`config.mk`:
```
export PLATFORM = sky130hd
export DESIGN_NAME = ctl_mc_fsm
export DESIGN_NICKNAME = d
export VERILOG_FILES = /design/src/rtl/ctl_fsm_pkg.sv /design/src/rtl/ctl_opcode_decode.sv /design/src/rtl/ctl_next_state.sv /design/src/rtl/ctl_output_decode.sv /design/src/rtl/ctl_mc_fsm.sv
export SDC_FILE = /design/constraint.sdc
export NUM_CORES = 1
export LEC_CHECK = 0
export BUFFER_PORTS_ARGS = -buffer_cell sky130_fd_sc_hd__buf_2
export CAP_MARGIN = 20
export CORE_AREA = 2 2 39 41
export DETAILED_ROUTE_END_ITERATION = 10
export DIE_AREA = 0 0 41 43
export PLACE_DENSITY = 0.69
export SLEW_MARGIN = 25
export SYNTH_ARGS = -nofsm -noshare
export SYNTH_HDL_FRONTEND = slang
export SYNTH_SLANG_ARGS = --single-unit
```
`constraint.sdc`:
```
create_clock -name clk -period 1.4 [get_ports clk]
set_input_delay 0.07 -clock clk [delete_from_list [all_inputs] [get_ports clk]]
set_output_delay 0.07 -clock clk [all_outputs]
set_load 0.01 [all_outputs]
```
`src/rtl/ctl_fsm_pkg.sv`:
```
package ctl_fsm_pkg;
  localparam int OPC_W   = 6;
  localparam int STATE_W = 4;

  localparam logic [STATE_W-1:0] S_FETCH   = 4'd0;
  localparam logic [STATE_W-1:0] S_DECODE  = 4'd1;
  localparam logic [STATE_W-1:0] S_MADDR   = 4'd2;
  localparam logic [STATE_W-1:0] S_MRD     = 4'd3;
  localparam logic [STATE_W-1:0] S_LDWB    = 4'd4;
  localparam logic [STATE_W-1:0] S_MWR     = 4'd5;
  localparam logic [STATE_W-1:0] S_EXEC    = 4'd6;
  localparam logic [STATE_W-1:0] S_RWB     = 4'd7;
  localparam logic [STATE_W-1:0] S_BRANCH  = 4'd8;
  localparam logic [STATE_W-1:0] S_JUMP    = 4'd9;

  typedef enum logic [2:0] {
    CLS_RTYPE, CLS_LOAD, CLS_STORE, CLS_BEQ, CLS_JUMP, CLS_OTHER
  } op_class_e;

  typedef struct packed {
    logic       mem_read;
    logic       mem_write;
    logic       addr_from_alu;
    logic       ir_load;
    logic       rf_write;
    logic       rf_dst_rd;
    logic       rf_from_mem;
    logic       pc_load;
    logic       pc_load_if_zero;
    logic       alu_a_reg;
    logic [1:0] alu_b_sel;
    logic [1:0] alu_op;
    logic [1:0] pc_src;
  } ctl_word_t;
endpackage

```
`src/rtl/ctl_opcode_decode.sv`:
```
module ctl_opcode_decode
  import ctl_fsm_pkg::*;
#(
  parameter logic [OPC_W-1:0] OPC_RTYPE = 6'b000000,
  parameter logic [OPC_W-1:0] OPC_LOAD  = 6'b100011,
  parameter logic [OPC_W-1:0] OPC_STORE = 6'b101011,
  parameter logic [OPC_W-1:0] OPC_BEQ   = 6'b000100,
  parameter logic [OPC_W-1:0] OPC_JUMP  = 6'b000010
) (
  input  logic [OPC_W-1:0] opcode,
  output op_class_e        op_class
);
  always_comb begin
    if      (opcode == OPC_RTYPE) op_class = CLS_RTYPE;
    else if (opcode == OPC_LOAD)  op_class = CLS_LOAD;
    else if (opcode == OPC_STORE) op_class = CLS_STORE;
    else if (opcode == OPC_BEQ)   op_class = CLS_BEQ;
    else if (opcode == OPC_JUMP)  op_class = CLS_JUMP;
    else                          op_class = CLS_OTHER;
  end
endmodule

```
`src/rtl/ctl_next_state.sv`:
```
module ctl_next_state
  import ctl_fsm_pkg::*;
(
  input  logic [STATE_W-1:0] state,
  input  op_class_e          op_class,
  output logic [STATE_W-1:0] state_nxt
);
  always_comb begin
    case (state)
      S_FETCH, S_MRD, S_EXEC: state_nxt = state + 1'b1;
      S_DECODE: begin
        case (op_class)
          CLS_RTYPE:           state_nxt = S_EXEC;
          CLS_LOAD, CLS_STORE: state_nxt = S_MADDR;
          CLS_BEQ:             state_nxt = S_BRANCH;
          CLS_JUMP:            state_nxt = S_JUMP;
          default:             state_nxt = S_FETCH;
        endcase
      end
      S_MADDR: begin
        case (op_class)
          CLS_LOAD:  state_nxt = S_MRD;
          CLS_STORE: state_nxt = S_MWR;
          default:   state_nxt = S_FETCH;
        endcase
      end
      default: state_nxt = S_FETCH;
    endcase
  end
endmodule

```
`src/rtl/ctl_output_decode.sv`:
```
module ctl_output_decode
  import ctl_fsm_pkg::*;
(
  input  logic [STATE_W-1:0] state,
  output ctl_word_t          ctl
);
  always_comb begin
    ctl = '0;
    case (state)
      S_FETCH: begin
        ctl.mem_read  = 1'b1;
        ctl.ir_load   = 1'b1;
        ctl.pc_load   = 1'b1;
        ctl.alu_b_sel = 2'b01;
      end
      S_DECODE: ctl.alu_b_sel = 2'b11;
      S_MADDR: begin
        ctl.alu_a_reg = 1'b1;
        ctl.alu_b_sel = 2'b10;
      end
      S_MRD: begin
        ctl.mem_read      = 1'b1;
        ctl.addr_from_alu = 1'b1;
      end
      S_LDWB: begin
        ctl.rf_write    = 1'b1;
        ctl.rf_from_mem = 1'b1;
      end
      S_MWR: begin
        ctl.mem_write     = 1'b1;
        ctl.addr_from_alu = 1'b1;
      end
      S_EXEC: begin
        ctl.alu_a_reg = 1'b1;
        ctl.alu_op    = 2'b10;
      end
      S_RWB: begin
        ctl.rf_write  = 1'b1;
        ctl.rf_dst_rd = 1'b1;
      end
      S_BRANCH: begin
        ctl.alu_a_reg       = 1'b1;
        ctl.alu_op          = 2'b01;
        ctl.pc_load_if_zero = 1'b1;
        ctl.pc_src          = 2'b01;
      end
      S_JUMP: begin
        ctl.pc_load = 1'b1;
        ctl.pc_src  = 2'b10;
      end
      default: ctl = '0;
    endcase
  end
endmodule

```
`src/rtl/ctl_mc_fsm.sv`:
```
module ctl_mc_fsm
  import ctl_fsm_pkg::*;
(
  input  logic             clk,
  input  logic             rst,
  input  logic [5:0]       opcode,
  output logic [3:0]       state_o,
  output logic             mem_read,
  output logic             mem_write,
  output logic             addr_from_alu,
  output logic             ir_load,
  output logic             rf_write,
  output logic             rf_dst_rd,
  output logic             rf_from_mem,
  output logic             pc_load,
  output logic             pc_load_if_zero,
  output logic             alu_a_reg,
  output logic [1:0]       alu_b_sel,
  output logic [1:0]       alu_op,
  output logic [1:0]       pc_src
);
  logic [STATE_W-1:0] state_q, state_nxt;
  op_class_e          op_class;
  ctl_word_t          ctl;

  ctl_opcode_decode u_dec (.opcode(opcode), .op_class(op_class));
  ctl_next_state    u_nxt (.state(state_q), .op_class(op_class), .state_nxt(state_nxt));
  ctl_output_decode u_out (.state(state_q), .ctl(ctl));

  always_ff @(posedge clk) begin
    if (rst) state_q <= S_FETCH;
    else     state_q <= state_nxt;
  end

  assign state_o         = state_q;
  assign mem_read        = ctl.mem_read;
  assign mem_write       = ctl.mem_write;
  assign addr_from_alu   = ctl.addr_from_alu;
  assign ir_load         = ctl.ir_load;
  assign rf_write        = ctl.rf_write;
  assign rf_dst_rd       = ctl.rf_dst_rd;
  assign rf_from_mem     = ctl.rf_from_mem;
  assign pc_load         = ctl.pc_load;
  assign pc_load_if_zero = ctl.pc_load_if_zero;
  assign alu_a_reg       = ctl.alu_a_reg;
  assign alu_b_sel       = ctl.alu_b_sel;
  assign alu_op          = ctl.alu_op;
  assign pc_src          = ctl.pc_src;

  p_reset_fetch_r1: assert property (@(posedge clk) rst |=> state_o == S_FETCH);

  p_terminal_return_r5: assert property (@(posedge clk) disable iff (rst)
    (state_o == S_LDWB || state_o == S_MWR || state_o == S_RWB ||
     state_o == S_BRANCH || state_o == S_JUMP) |=> state_o == S_FETCH);

  p_decode_jump_r3: assert property (@(posedge clk) disable iff (rst)
    (state_o == S_DECODE && opcode == 6'b000010) |=> state_o == S_JUMP);

  p_store_path_r4: assert property (@(posedge clk) disable iff (rst)
    (state_o == S_MADDR && opcode == 6'b101011) |=> state_o == S_MWR);

  p_fetch_advance_r2: assert property (@(posedge clk) disable iff (rst)
    (state_o == S_FETCH) |=> state_o == S_DECODE);

  p_mem_excl_r10: assert property (@(posedge clk) disable iff (rst)
    !(mem_read && mem_write));

  p_one_pc_write_r12: assert property (@(posedge clk) disable iff (rst)
    $countones({pc_load, pc_load_if_zero}) <= 1);

  p_state_range_r5: assert property (@(posedge clk) disable iff (rst)
    state_o <= S_JUMP);
endmodule

```
Yosys cells after proc, flatten, opt, wreduce, memory -nomap -nowiden:

Cells that the tools add are included.
Widths: inputs -> output; s select.

* register bits: 4
* output and inout bits: 20
* logic and storage cells: 50
* input port bits: 8

* multiplexer cells: 21
* add/sub/neg operators: 1
* equal/unequal tests: 17
* reductions and logical operators: 10

Operator list (number)
* $eq 4x3->1 const B: 4
* $pmux 4 s4: 1
* $eq 6x6->1 const B: 2
* $mux 3: 4
* $pmux 4 s3: 1
* $mux 1: 11
* $reduce_or 2->1: 5
* $eq 4x2->1 const B: 2
* $eq 4x4->1 const B: 2
* $pmux 2 s2: 2
* $eq 3x2->1 const B: 2
* $eq 6x2->1 const B: 1
* $eq 6x3->1 const B: 1
* $logic_not 6->1: 1
* $pmux 2 s3: 1
* $pmux 3 s2: 1
* $reduce_or 3->1: 2
* $add 4x1->4 const B: 1
* $eq 4x1->1 const B: 1
* $logic_not 4->1: 1
* $eq 3x1->1 const B: 1
* $eq 3x3->1 const B: 1
* $logic_not 3->1: 1

Longest topological paths before layout:

* depth after elaboration: 10
* depth in mapped cells: 6
* mapped depth without buffers: 6

Modules after synthesis:

From an unflattened synthesis, not the netlist that was laid out.

* cell total of the unflattened synthesis: 72
* area, all modules: 576.8 µm²

By module, submodules not included
* ctl_output_decode: area an instance 198.9 µm², instances 1, cells an instance 27, seq. area each 0.0 µm²
* ctl_next_state: area an instance 196.4 µm², instances 1, cells an instance 28, seq. area each 0.0 µm²
* ctl_mc_fsm: area an instance 105.1 µm², instances 1, cells an instance 8, seq. area each 80.1 µm²
* ctl_opcode_decode: area an instance 76.3 µm², instances 1, cells an instance 9, seq. area each 0.0 µm²

Worst setup path after synthesis:

No wires, ideal clock.

* kind: register to register
* from: reg state_q[0] (netlist: state_o[0])
* to: reg state_q[1] (netlist: state_o[1])
* data required time: 1.276 ns
* stages on the path, launching flop included: 7
* period minus slack after synthesis: 1.494 ns
* setup time: 0.124 ns
* arrival: 1.370 ns
* setup slack: -0.094 ns
* buffers on the path: 0
* cells stage by stage: dfxtp_1 > inv_1 > ha_1 > nor3_1 > a211oi_1 > a222oi_1 > nor2_1

* word-level cells in the longest chain between the ends: 3
* elaborated cells on any way between the ends: 8
* classes of those cells: 1 x add/sub; 4 x eq/ne; 1 x mux; 2 x reduce/logical

Ends and longest elaborated chain
* start: declaration: RTL line ctl_mc_fsm.sv:22 `logic [STATE_W-1:0] state_q, state_nxt;`
* start signal: assignment: RTL line ctl_mc_fsm.sv:32 `else state_q <= state_nxt;`
* branches (longest 2 deep; another with $add 4x1->4)
* $pmux 4 s3 *: RTL line ctl_next_state.sv:9 `case (state)`

Mark *: on every way between the ends.
A chain may end at the register's enable or synchronous reset.

Final worst setup path:

* from: reg state_q[1] (netlist: state_o[1])
* to: out pc_load

* word-level cells in the longest chain between the ends: 3
* elaborated cells on any way between the ends: 4
* classes of those cells: 1 x eq/ne; 1 x mux; 2 x reduce/logical

Ends and longest elaborated chain
* $eq 4x4->1 or $logic_not 4->1 (tied branches): RTL line ctl_output_decode.sv:9 `case (state)`
* $reduce_or 2->1 (no line) *
* $mux 1 *: RTL line ctl_output_decode.sv:9
* end: declaration: RTL line ctl_mc_fsm.sv:15 `output logic pc_load,`

Mark *: on every way between the ends. The rest lies on a longest branch, timed or not.

==> results.md <==
- The run finished, with violations left.
- The checks that failed: setup timing.
- The count of endpoints failing hold in the final timing report came to 0.
- The net count after synthesis is 72.
- In this run the vertical extent of the chip is 43 um.
- TritonCTS built the clock tree.
- Counting the buffers created by CTS gives 3.
- In the post-route analysis, the smallest setup slack over all paths is -0.06964 ns.
- The residual antenna-violating net count after detailed routing is 0.
- The signal on the critical path passes through inv_4, ha_4, buf_6, and2_4, or2_1, buf_2.
- The leftover overflow at the end of global routing is 0.
- The clock root buffer is clkbuf_4.
- The level count of the clock H-tree is 1.
- Entering global routing, the biggest net connects 7 pins.
- The count of cell types in the netlist is 30.
- The initial antenna violation count is 0.
- The share of total power consumed by net switching is 0.4299.
- The share of total power dissipated in sequential elements is 0.144.
- After synthesis, the share of cell area in mux cells is 0.02156.
- The xor-xnor portion of the synthesized cell area is 0.01887.
- Of all nets on the critical path, the largest fanout is 6.
- The hold buffer count at cts is 0.
- The detailed router finished its first iteration with 15 violations.
- More flip-flops sit in one register than any other, and that register is state_o.
- The worst hold path belongs to the class input port to flip-flop.
- The fraction of power consumed by the clock network is 0.117.
- The smallest clock period supported by the final layout is computed as 1.470 ns.
- The area fraction in compound gates after synthesis was 0.1294.
- The insertion delay of the later-clocked pin in the worst-skew pair is 0.24 ns.
- In this run the cell area measured after placement is approximately 690 um^2.
- The cell family contributing the most delay on the critical path is flip-flops.
- The via count is 614.
- The effective utilization at floorplan is 0.3354.
- STA classifies the critical path endpoint as a primary output.
- The startpoint kind of the worst setup timing path is a flip-flop.
- The power per cell area is 1555 nW/um^2.
- The endpoint of the worst-slack reg-to-reg timing path is state_o[1].
- The worst-margin pin slew is ~0.37 ns.
- The width of the chip is between 40 and 50 um.
- The leading register cell type out of synthesis is dfxtp_1.
- The final layout contains 116 nets.
- The adder-cell share of the synthesized area is 0.1078.
- The vias per cell is 5.203.
- The first global-routing pass estimated 2159 um of wire.
- The register with the most flip-flops in the layout has 4 of them.
- The longest clock path from root to sink contains 2 buffers.
- The combinational fraction of design power is 0.739.
- The count of buffer and inverter cells on the critical path is 3.
- Of all cell types, the one taking the most synthesized area is dfxtp_1.
- The setup check on the worst reg-to-reg path leaves a slack of -0.03 ns.
- The number of endpoints failing setup at the final stage is 6.
- Synthesis inferred 4 register bits.
- The first detailed-routing pass took 4 iterations.
- The antenna diode count is 0.
- The worst endpoint data arrival time is 1.40 ns.
- The aggregate global-route resource usage is 0.1817.
- By area the synthesized netlist is led by dfxtp_1 (17%), ha_1 (11%), nor2_1 (7.3%).
- Setup repair after global routing could not meet its margin everywhere.
- The count of buffers inserted at the top-level ports is 27.
- The layout cell share with drive strength beyond 1 is 0.6373.
- The area growth from synthesis to final layout is 74.66%.
- The total net switching power is about 0.54 mW.
- The classification of the worst setup path is flip-flop to primary output.
- The delay of the slowest cell on the worst path is roughly 0.37 ns.
- On the final layout, the worst clock skew is 0.001249 ns.
- Clock-pin slew was measured on the worst setup and hold paths at 0.04 ns.
- The share of the Yosys chip area taken by registers is 0.1725.
- The cell count after synthesis came out at 60.
- The I/O pin count is 28.
- The relative slew slack is 0.7485.
- For the worst flop-to-flop path, the logic depth is 7.
- The largest registers in the layout are state_o x4.
- The start point of the worst hold path is opcode[3].
- The number of global-route vias before repair is 520.
- In the routed design, unresolved DRC markers number 0.
- Counting flops with a built-in enable in the synthesized netlist gives 0.
- The internal cell power is 0.7189 mW.
- Routability-driven placement finished with a final weighted congestion of 0.8065.
- The worst register-to-register path begins at state_o[1].
- The share of synthesized cell area in and, or, nand and nor gates is 0.4852.
- Before CTS, the worst setup slack after placement is -0.08833 ns.
- The number of max-cap violations is 0.
- The worst-case vdd ir drop is 556.1 uV.
- The post-detailed-placement half-perimeter wirelength is 1047 um.
- The count of final max-slew check failures is 0.
- The maximum clock rate is 680.4 MHz.
- The final cell area excluding filler cells is 810.8 um^2.
- The worst hold path terminates at state_o[2].
- The routed length per placed instance is 12.19 um.
- Among all stages on the critical path, the largest delay is contributed by dfxtp_4.
- The routed design has around 1400 um of wire.
- The worst endpoint required time is 1.33 ns.
- The async set-reset flop share out of synthesis is 0.
- The number of stages on the worst hold path is 3.
- The floorplan step defined a die boundary enclosing roughly 1800 um^2.
- After floorplanning, the core was divided into 14 placement rows.
- The synthesized cell area is 464.2 um^2.
- Of the post-synthesis cell area, the dominant cell type holds 0.1725.
- The dominant combinational cell family by area after synthesis is simple AND/OR/NAND/NOR gates.
- The leakage power total is 0.4026 nW.
- The average footprint of a synthesized cell is 7.737 um^2.
- The Yosys step of the flow raised 0 warnings.
- The number of clock sinks seen by CTS is 4.
- The final worst-path cycle share is 1.050.
- The core region is ~1400 um^2.
==> worst max-delay path by stage <==
stage | start | endpoint | slack (ns) | depth (start not counted)
detailed placement | state_o[0] | state_o[1] | -0.09 | 7
global route | state_o[1] | rf_write | -0.12 | 5
global placement | state_o[0] | state_o[1] | -0.007 | 7
finish | state_o[1] | pc_load | -0.07 | 6
CTS | state_o[1] | rf_write | -0.07 | 5
floorplan | state_o[0] | state_o[2] | -0.01 | 6
==> synth_stat cells (2+ instances only) <==
cell type / n
nand2_1: 2
a31oi_1: 2
nor2_1: 9
and2_1: 5
and3b_1: 3
ha_1: 4
inv_1: 3
o21bai_1: 2
or2_1: 2
nor4_1: 2
nor2_2: 2
a21oi_1: 2
nand3_1: 2
dfxtp_1: 4
==> metal layers <==
layer	vias up	global-route usage	share of wire
met2	28	0.3000	0.53
met1	278	0.2058	0.37
li1	303	-	-
met3	5	0.03141	0.076
met5	-	0	0
met4	0	0.1000	0.019
==> power by group through the flow <==
stage | Clock, mW | Sequential (mW) | Combinational (mW)
floorplan | 0 | 0.183 | 0.384
global placement | 0 | 0.168 | 0.740
detailed placement | 0 | 0.171 | 0.761
CTS | 0.148 | 0.180 | 0.884
global route | 0.151 | 0.186 | 1.01
finish | 0.148 | 0.181 | 0.932
==> per-stage QoR <==
stage            util  std cells  total power [mW]  setup TNS, ns  hold slack, ns
5_1_grt        0.5859        118             1.347        -0.6202          0.1348
3_3_place_gp   0.5009        113            0.9078      -0.006542          0.3703
3_5_place_dp   0.5009        113            0.9328        -0.2317          0.3718
4_1_cts        0.5705        118             1.212        -0.2180          0.1182
2_1_floorplan       -         60            0.5674       -0.02945          0.2190
6_report       0.5859        118             1.261        -0.2496          0.1249
==> worst min-delay path, delay by kind of cell <==
family,cells,cell delay (ns)
buffers and inverters,1,0.13
AO/OA/AOI/OAI,1,0.06
AND/OR/NAND/NOR,1,0.06
==> area by class of cell <==
type | instances | area [um^2]
clock buffer | 3 | 22.52
multi-input combinational | 51 | 407.9
fill | 131 | 573.1
inverter | 3 | 13.76
sequential | 4 | 86.33
tap | 16 | 20.02
timing repair buffer | 41 | 260.3
==> placed cells by master, fill, tap and decap left out, types with 2 or more instances in the layout <==
cell type | netlist | routed
buf_2 | 0 | 25
buf_4 | 1 | 12
nor2_1 | 9 | 7
and2_1 | 5 | 4
nor2_2 | 2 | 4
buf_6 | 1 | 4
and3b_1 | 3 | 3
clkbuf_4 | 0 | 3
inv_2 | 0 | 2
or2_1 | 2 | 2
nor4_1 | 2 | 2
a31oi_1 | 2 | 2
nand2_1 | 2 | 2
ha_4 | 0 | 2
dfxtp_2 | 0 | 2
==> logic make-up after synthesis <==
group | after synthesis
compound gates | 9
xor+xnor | 1
fa+ha+maj | 4
buf+inv | 5
flops | 4
mux | 1
simple gates | 36
==> repair_timing <==
item                       4_1_cts  5_1_grt
buffers inserted                 2        0
pin swaps                        3        1
resized for setup               16        6
setup endpoints to repair        7       12
Power figures use the tool's default switching activity.
